`src/rtl/mif_pkg.sv`:
```
// Package: shared types and constants for the interface selector.
// Assumes one block clock; in serial mode that clock is twice the bit rate.
package mif_pkg;
    typedef enum logic {
        IFM_NIBBLE = 1'b0,
        IFM_SERIAL = 1'b1
    } if_mode_e;

    // Carrier tail in serial mode, in half-bit clocks (1.5 bit times).
    localparam int unsigned CRS_TAIL_HALVES = 3;
endpackage

```
`src/rtl/mif_strap_latch.sv`:
```
// Strap latch: while reset is asserted it follows the strap pin (low = serial).
// The value on the last reset edge is then held until the next reset.
module mif_strap_latch
    import mif_pkg::*;
(
    input  logic     clk,
    input  logic     rst_n,
    input  logic     strap_i,
    output if_mode_e mode_o
);
    if_mode_e mode_q;

    // Sample the strap during reset, freeze it afterwards.
    always_ff @(posedge clk) begin
        if (!rst_n) mode_q <= strap_i ? IFM_NIBBLE : IFM_SERIAL;
    end

    assign mode_o = mode_q;
endmodule

```
`src/rtl/mif_serial_clk.sv`:
```
// Serial clock generator: toggles every clock while enabled, otherwise held low.
// The strobe marks the edge on which the serial clock rises (data capture edge).
module mif_serial_clk (
    input  logic clk,
    input  logic rst_n,
    input  logic run_i,
    output logic sclk_o,
    output logic strobe_o
);
    logic sclk_q;

    // Divide-by-two toggle, parked low when not running.
    always_ff @(posedge clk) begin
        if (!rst_n)     sclk_q <= 1'b0;
        else if (run_i) sclk_q <= ~sclk_q;
        else            sclk_q <= 1'b0;
    end

    assign sclk_o   = sclk_q;
    assign strobe_o = run_i && !sclk_q;
endmodule

```
`src/rtl/mif_datapath.sv`:
```
// Data path: registers receive and transmit lanes. In nibble mode every lane
// passes each clock. In serial mode lane 0 moves only on the strobe and the
// upper lanes and error bits are forced low.
module mif_datapath #(
    parameter int unsigned DATA_W = 4
) (
    input  logic              clk,
    input  logic              rst_n,
    input  logic              serial_i,
    input  logic              strobe_i,
    input  logic [DATA_W-1:0] rx_d_i,
    input  logic              rx_v_i,
    input  logic              rx_e_i,
    input  logic [DATA_W-1:0] tx_d_i,
    input  logic              tx_en_i,
    input  logic              tx_er_i,
    output logic [DATA_W-1:0] rx_d_o,
    output logic              rx_v_o,
    output logic              rx_e_o,
    output logic [DATA_W-1:0] tx_d_o,
    output logic              tx_en_o,
    output logic              tx_er_o
);
    logic [DATA_W-1:0] rx_d_q;
    logic [DATA_W-1:0] tx_d_q;
    logic              rx_v_q, rx_e_q, tx_en_q, tx_er_q;

    for (genvar i = 0; i < DATA_W; i++) begin : g_lane
        if (i == 0) begin : g_ser_lane
            // Lane 0: every clock in nibble mode, strobe only in serial mode.
            always_ff @(posedge clk) begin
                if (!rst_n) begin
                    rx_d_q[i] <= 1'b0;
                    tx_d_q[i] <= 1'b0;
                end else if (!serial_i || strobe_i) begin
                    rx_d_q[i] <= rx_d_i[i];
                    tx_d_q[i] <= tx_d_i[i];
                end
            end
        end else begin : g_nib_lane
            // Upper lanes: nibble mode only, zero in serial mode.
            always_ff @(posedge clk) begin
                if (!rst_n || serial_i) begin
                    rx_d_q[i] <= 1'b0;
                    tx_d_q[i] <= 1'b0;
                end else begin
                    rx_d_q[i] <= rx_d_i[i];
                    tx_d_q[i] <= tx_d_i[i];
                end
            end
        end
    end

    // Framing and error bits; only transmit enable survives in serial mode.
    always_ff @(posedge clk) begin
        if (!rst_n) begin
            rx_v_q  <= 1'b0;
            rx_e_q  <= 1'b0;
            tx_en_q <= 1'b0;
            tx_er_q <= 1'b0;
        end else if (!serial_i) begin
            rx_v_q  <= rx_v_i;
            rx_e_q  <= rx_e_i;
            tx_en_q <= tx_en_i;
            tx_er_q <= tx_er_i;
        end else begin
            rx_v_q  <= 1'b0;
            rx_e_q  <= 1'b0;
            tx_er_q <= 1'b0;
            if (strobe_i) tx_en_q <= tx_en_i;
        end
    end

    assign rx_d_o  = rx_d_q;
    assign rx_v_o  = rx_v_q;
    assign rx_e_o  = rx_e_q;
    assign tx_d_o  = tx_d_q;
    assign tx_en_o = tx_en_q;
    assign tx_er_o = tx_er_q;
endmodule

```
`src/rtl/mif_crs_gen.sv`:
```
// Carrier sense: high after any activity. In serial mode it is held TAIL more
// clocks once activity stops; in nibble mode it drops at once.
module mif_crs_gen #(
    parameter int unsigned TAIL = 3
) (
    input  logic clk,
    input  logic rst_n,
    input  logic serial_i,
    input  logic act_i,
    output logic crs_o
);
    localparam int unsigned CNT_W = $clog2(TAIL + 1);

    logic [CNT_W-1:0] tail_q;
    logic             crs_q;

    // Reload the tail on activity, count it out when idle.
    always_ff @(posedge clk) begin
        if (!rst_n) begin
            tail_q <= '0;
            crs_q  <= 1'b0;
        end else if (act_i) begin
            tail_q <= serial_i ? CNT_W'(TAIL) : '0;
            crs_q  <= 1'b1;
        end else if (tail_q != '0) begin
            tail_q <= tail_q - 1'b1;
            crs_q  <= 1'b1;
        end else begin
            crs_q  <= 1'b0;
        end
    end

    assign crs_o = crs_q;
endmodule

```
`src/rtl/mii_serial_selector.sv`:
```
// Top: selects nibble or serial personality from a reset-time strap and routes
// data, framing and carrier sense between the PHY core and the MAC pins.
// Assumes link_up and all data inputs are synchronous to clk.
module mii_serial_selector
    import mif_pkg::*;
#(
    parameter int unsigned DATA_W = 4,
    parameter int unsigned TAIL   = CRS_TAIL_HALVES
) (
    input  logic              clk,
    input  logic              rst_n,
    input  logic              mode_strap,
    input  logic              link_up,
    input  logic [DATA_W-1:0] phy_rxd,
    input  logic              phy_rx_valid,
    input  logic              phy_rx_err,
    input  logic [DATA_W-1:0] mac_txd,
    input  logic              mac_tx_en,
    input  logic              mac_tx_er,
    output logic [DATA_W-1:0] mii_rxd,
    output logic              mii_rx_dv,
    output logic              mii_rx_er,
    output logic              mii_crs,
    output logic              ser_clk,
    output logic [DATA_W-1:0] phy_txd,
    output logic              phy_tx_en,
    output logic              phy_tx_er,
    output logic              serial_mode
);
    if_mode_e mode;
    logic     is_serial;
    logic     strobe;

    mif_strap_latch u_strap (
        .clk     (clk),
        .rst_n   (rst_n),
        .strap_i (mode_strap),
        .mode_o  (mode)
    );

    assign is_serial   = (mode == IFM_SERIAL);
    assign serial_mode = is_serial;

    mif_serial_clk u_sclk (
        .clk      (clk),
        .rst_n    (rst_n),
        .run_i    (is_serial && link_up),
        .sclk_o   (ser_clk),
        .strobe_o (strobe)
    );

    mif_datapath #(.DATA_W(DATA_W)) u_dp (
        .clk      (clk),
        .rst_n    (rst_n),
        .serial_i (is_serial),
        .strobe_i (strobe),
        .rx_d_i   (phy_rxd),
        .rx_v_i   (phy_rx_valid),
        .rx_e_i   (phy_rx_err),
        .tx_d_i   (mac_txd),
        .tx_en_i  (mac_tx_en),
        .tx_er_i  (mac_tx_er),
        .rx_d_o   (mii_rxd),
        .rx_v_o   (mii_rx_dv),
        .rx_e_o   (mii_rx_er),
        .tx_d_o   (phy_txd),
        .tx_en_o  (phy_tx_en),
        .tx_er_o  (phy_tx_er)
    );

    mif_crs_gen #(.TAIL(TAIL)) u_crs (
        .clk      (clk),
        .rst_n    (rst_n),
        .serial_i (is_serial),
        .act_i    (mac_tx_en || phy_rx_valid),
        .crs_o    (mii_crs)
    );
endmodule

```
`config.mk`:
```
export PLATFORM = sky130hd
export DESIGN_NAME = mii_serial_selector
export DESIGN_NICKNAME = d
export VERILOG_FILES = /design/src/rtl/mif_pkg.sv /design/src/rtl/mif_strap_latch.sv /design/src/rtl/mif_serial_clk.sv /design/src/rtl/mif_datapath.sv /design/src/rtl/mif_crs_gen.sv /design/src/rtl/mii_serial_selector.sv
export SDC_FILE = /design/constraint.sdc
export NUM_CORES = 1
export LEC_CHECK = 0
export ABC_AREA = 1
export BUFFER_PORTS_ARGS = -buffer_cell sky130_fd_sc_hd__buf_4
export CORE_MARGIN = 2
export CORE_UTILIZATION = 42
export CTS_CLUSTER_DIAMETER = 50
export DETAILED_ROUTE_END_ITERATION = 10
export PLACE_DENSITY = 0.75
export SLEW_MARGIN = 40
export SYNTH_ARGS = -nofsm -noshare
export SYNTH_HDL_FRONTEND = slang
export SYNTH_SLANG_ARGS = --single-unit
```
`constraint.sdc`:
```
create_clock -name clk -period 1.28 [get_ports clk]
set_input_delay 0.064 -clock clk [delete_from_list [all_inputs] [get_ports clk]]
set_output_delay 0.064 -clock clk [all_outputs]
set_load 0.01 [all_outputs]
```
==> out/metrics.cfg <==
[run_status]
outcome = finished clean

[power]
internal_power_uw = 798.7
swShare_pct = 24.43
p_switching_uw = 258.2
comb_power_share_pct = 19.1
p_leak_nw = 0.5240
pwr_density_cell_nw_per_um2 = 1086
seq_power_share_pct = 55.1
clkPwrFrac_pct = 25.8
ir_drop_mv = 0.7070

[floorplan]
die_y_microns = 42.05
start_util_pct = 45.59
core_sq_um = 1334
die_w_microns = 42.05
io_pins = 31
die_area_sq_um = 1768
rows = 13

[setup_path]
crit_fanout = 2
reg2reg_slack_ps = 250
cp-end-kind = register
crit_arrival_ps = 1260
rr_startpoint = u_crs.tail_q[0]$_SDFFE_PN0P_
slowest_stage = dfxtp_1
crit_path_cell_trace = inv_1 -> ha_1 -> nor2_1 -> nand2_1 -> nand3_1 -> nand2_1 -> inv_1
start_kind = register
critical_path_required_ps = 1510
critical_path_class = register to register
ff2ff_path_depth = 7
r2r_end = u_crs.tail_q[1]$_SDFFE_PN0P_
max_stage_delay_ps = 330

[cells_and_area]
final_core_util_pct = 72.98
layout-drive-gt1-share_pct = 31.93
num_antenna_cells = 0
area_growth_syn_to_layout_pct = 60.08
fill_cells = 98
finalNetCount = 137

[logic_synthesis]
synth_top_area_cell = dfxtp_1
syn-num-nets = 93
synth_edf_count = 1
avgSynthCellArea_sq_um = 8.001
synth_common_cells = inv_1, nor2_1, dfxtp_1
yosys.cell_count.top_type = inv_1
synth_top_area_share_pct = 52.67
ys.warnings.count = 0
async_flop_share_pct = 0
ys_seq_elements = 17
synth_area_sq_um = 608.1
seq_area_frac_synth_pct = 57.61
post_synth_num_cell_types = 14
ys_top_cells_by_area = dfxtp_1, inv_1, nor2_1, nand2_1, edfxtp_1
synthCells = 76
ys.flop_type = dfxtp_1

[drt]
drtAntennaViolNets = 0
num_vias = 584
vias_per_cell = 4.358
drt_iter0_drc = 2
finalWirelength_microns = 1315
post-route-drc-count = 0
wl_per_cell_microns = 9.813
first_pass_iters = 2

[cts]
cts_tree = done
clock_latency_ps = 280
cts_buffer_depth = 2
cts_sinks = 17
postCtsSetupRepairBufs = 0
cts-root-buf = clkbuf_4
cts_htree_levels = 1
clk_pin_slew_ps = 90
cts-buffers-inserted = 3

[timing]
tightestPinTransition_ps = 261.8
fin_ws_ps = 249.0
min_period_ps = 1031
fin_crit_sh_pct = 80.55
tns_ps = 0
hold_viol_final = 0
slew_headroom_pct = 82.36
finalSetupViolations = 0
fin_skew_ps = 2.475
maxClockFrequency_mhz = 969.9
finalMaxSlewViolations = 0
rsz0062_at_grt = no

[global_routing]
antenna_found_initial = 0
gr-total-overflow = 0
grt_max_degree = 10
met1_usage_pct = 17.66
grtUsageMet3_pct = 5.172
grt_pass1_wl_microns = 2194
top_usage_layer = met2
grt_pass1_vias = 542
use_met2_pct = 29.69
grt_usage_pct = 16.85

[worst_hold_path]
min_from = mac_txd[1]
min_to = u_dp.tx_d_o[1]$_SDFF_PP0_
whs_path_depth = 3
hp-class = input port to register

[place]
dpl_worst_slack_ps = 262.8
port_buffers = 30
place_hpwl_microns = 872.2
place.gp.congestion = 0.7462

[flow_run]
drv_cap = 0

[final cells by class]
| class | count | area, sq um | share of cell area [%] |
|---|---|---|---|
| Clock buffer | 4 | 26.28 | 2.699 |
| Tap cell | 15 | 18.77 | 1.928 |
| Timing Repair Buffer | 40 | 325.3 | 33.42 |
| Sequential cell | 17 | 350.3 | 35.99 |
| Multi-Input combinational cell | 38 | 177.7 | 18.25 |
| Inverter | 20 | 75.07 | 7.712 |
[sequential cells by signal, summed over array words and instances (netlist names)]
register / flops
u_dp.rx_d_o: 4
u_dp.tx_d_o: 4
u_crs.tail_q: 2
u_crs.crs_o: 1
u_dp.rx_e_o: 1
u_dp.rx_v_o: 1
u_dp.tx_en_o: 1
u_dp.tx_er_o: 1
u_sclk.sclk_o: 1
u_strap.mode_o: 1
[timing repair]
action                                  CTS  global route
gates resized for setup                   0             0
endpoints found under the setup margin    0             0
endpoints found under the hold margin     8             2
hold buffers                              8             2
[placed cells by master (no fill, tap or decap)]
cell type,instances
buf_4,30
inv_1,18
nor2_1,17
dfxtp_1,16
nand2_1,10
dlygate4sd3_1,10
nand3_1,4
clkbuf_4,3
inv_2,2
a21oi_1,2
nand2_2,1
nor2_2,1
o21ai_0,1
a21oi_4,1
ha_1,1
clkbuf_1,1
edfxtp_1,1
[worst max-delay path, delay by kind of cell (launching register included)]
| family | cells | cell delay (ps) |
|---|---|---|
| adders and majority gates | 1 | 280 |
| DFF | 1 | 330 |
| and+or+nand+nor | 4 | 270 |
| buffers and inverters | 2 | 100 |
[worst max path at each step]
| stage | startpoint | end | slack [ps] | depth (start not counted) |
|---|---|---|---|---|
| floorplan | u_crs.tail_q[0]$_SDFFE_PN0P_ | u_crs.tail_q[1]$_SDFFE_PN0P_ | 320 | 7 |
| global placement | u_crs.tail_q[0]$_SDFFE_PN0P_ | u_crs.tail_q[1]$_SDFFE_PN0P_ | 300 | 7 |
| detailed placement | u_crs.tail_q[0]$_SDFFE_PN0P_ | u_crs.tail_q[1]$_SDFFE_PN0P_ | 260 | 7 |
| CTS | u_crs.tail_q[0]$_SDFFE_PN0P_ | u_crs.tail_q[1]$_SDFFE_PN0P_ | 240 | 7 |
| global route | u_crs.tail_q[0]$_SDFFE_PN0P_ | u_crs.tail_q[1]$_SDFFE_PN0P_ | 140 | 7 |
| finish | u_crs.tail_q[0]$_SDFFE_PN0P_ | u_crs.tail_q[1]$_SDFFE_PN0P_ | 250 | 7 |
[layer usage]
metal  vias up  part of all wire, %
li1        303                    -
met2        22                   52
met4         0                 0.84
met1       257                   39
met3         2                  8.4
met5         -                    0
[stage by stage]
stage	total power [mW]	std cells	hold slack, ps	cell area, sq um
6_report	1.057	134	11.20	973.4
4_1_cts	1.064	132	5.061	953.4
3_3_place_gp	0.7637	120	277.5	847.1
2_1_floorplan	0.6780	76	176.2	608.1
5_1_grt	1.130	134	7.215	973.4
3_5_place_dp	0.7701	120	285.6	847.1
[cell families (layout without fill, tap and decap cells)]
group / after synthesis / count (layout) / synth area share (%)
adder cells (fa/ha/maj): 1 / 1 / 2.057
AND/OR/NAND/NOR: 33 / 33 / 22.02
AO/OA/AOI/OAI: 4 / 4 / 5.144
buffers and inverters: 21 / 64 / 13.17
flip-flops: 17 / 17 / 57.61
[power by group through the flow]
stage / Sequential, mW / Clock (mW) / Combinational (mW)
after floorplan: 0.607 / 0 / 0.0714
after global placement: 0.593 / 0 / 0.171
after detailed placement: 0.594 / 0 / 0.176
after CTS: 0.582 / 0.286 / 0.196
after global routing: 0.587 / 0.317 / 0.226
final: 0.582 / 0.273 / 0.202
No activity file was read; power rests on OpenSTA's default activity.
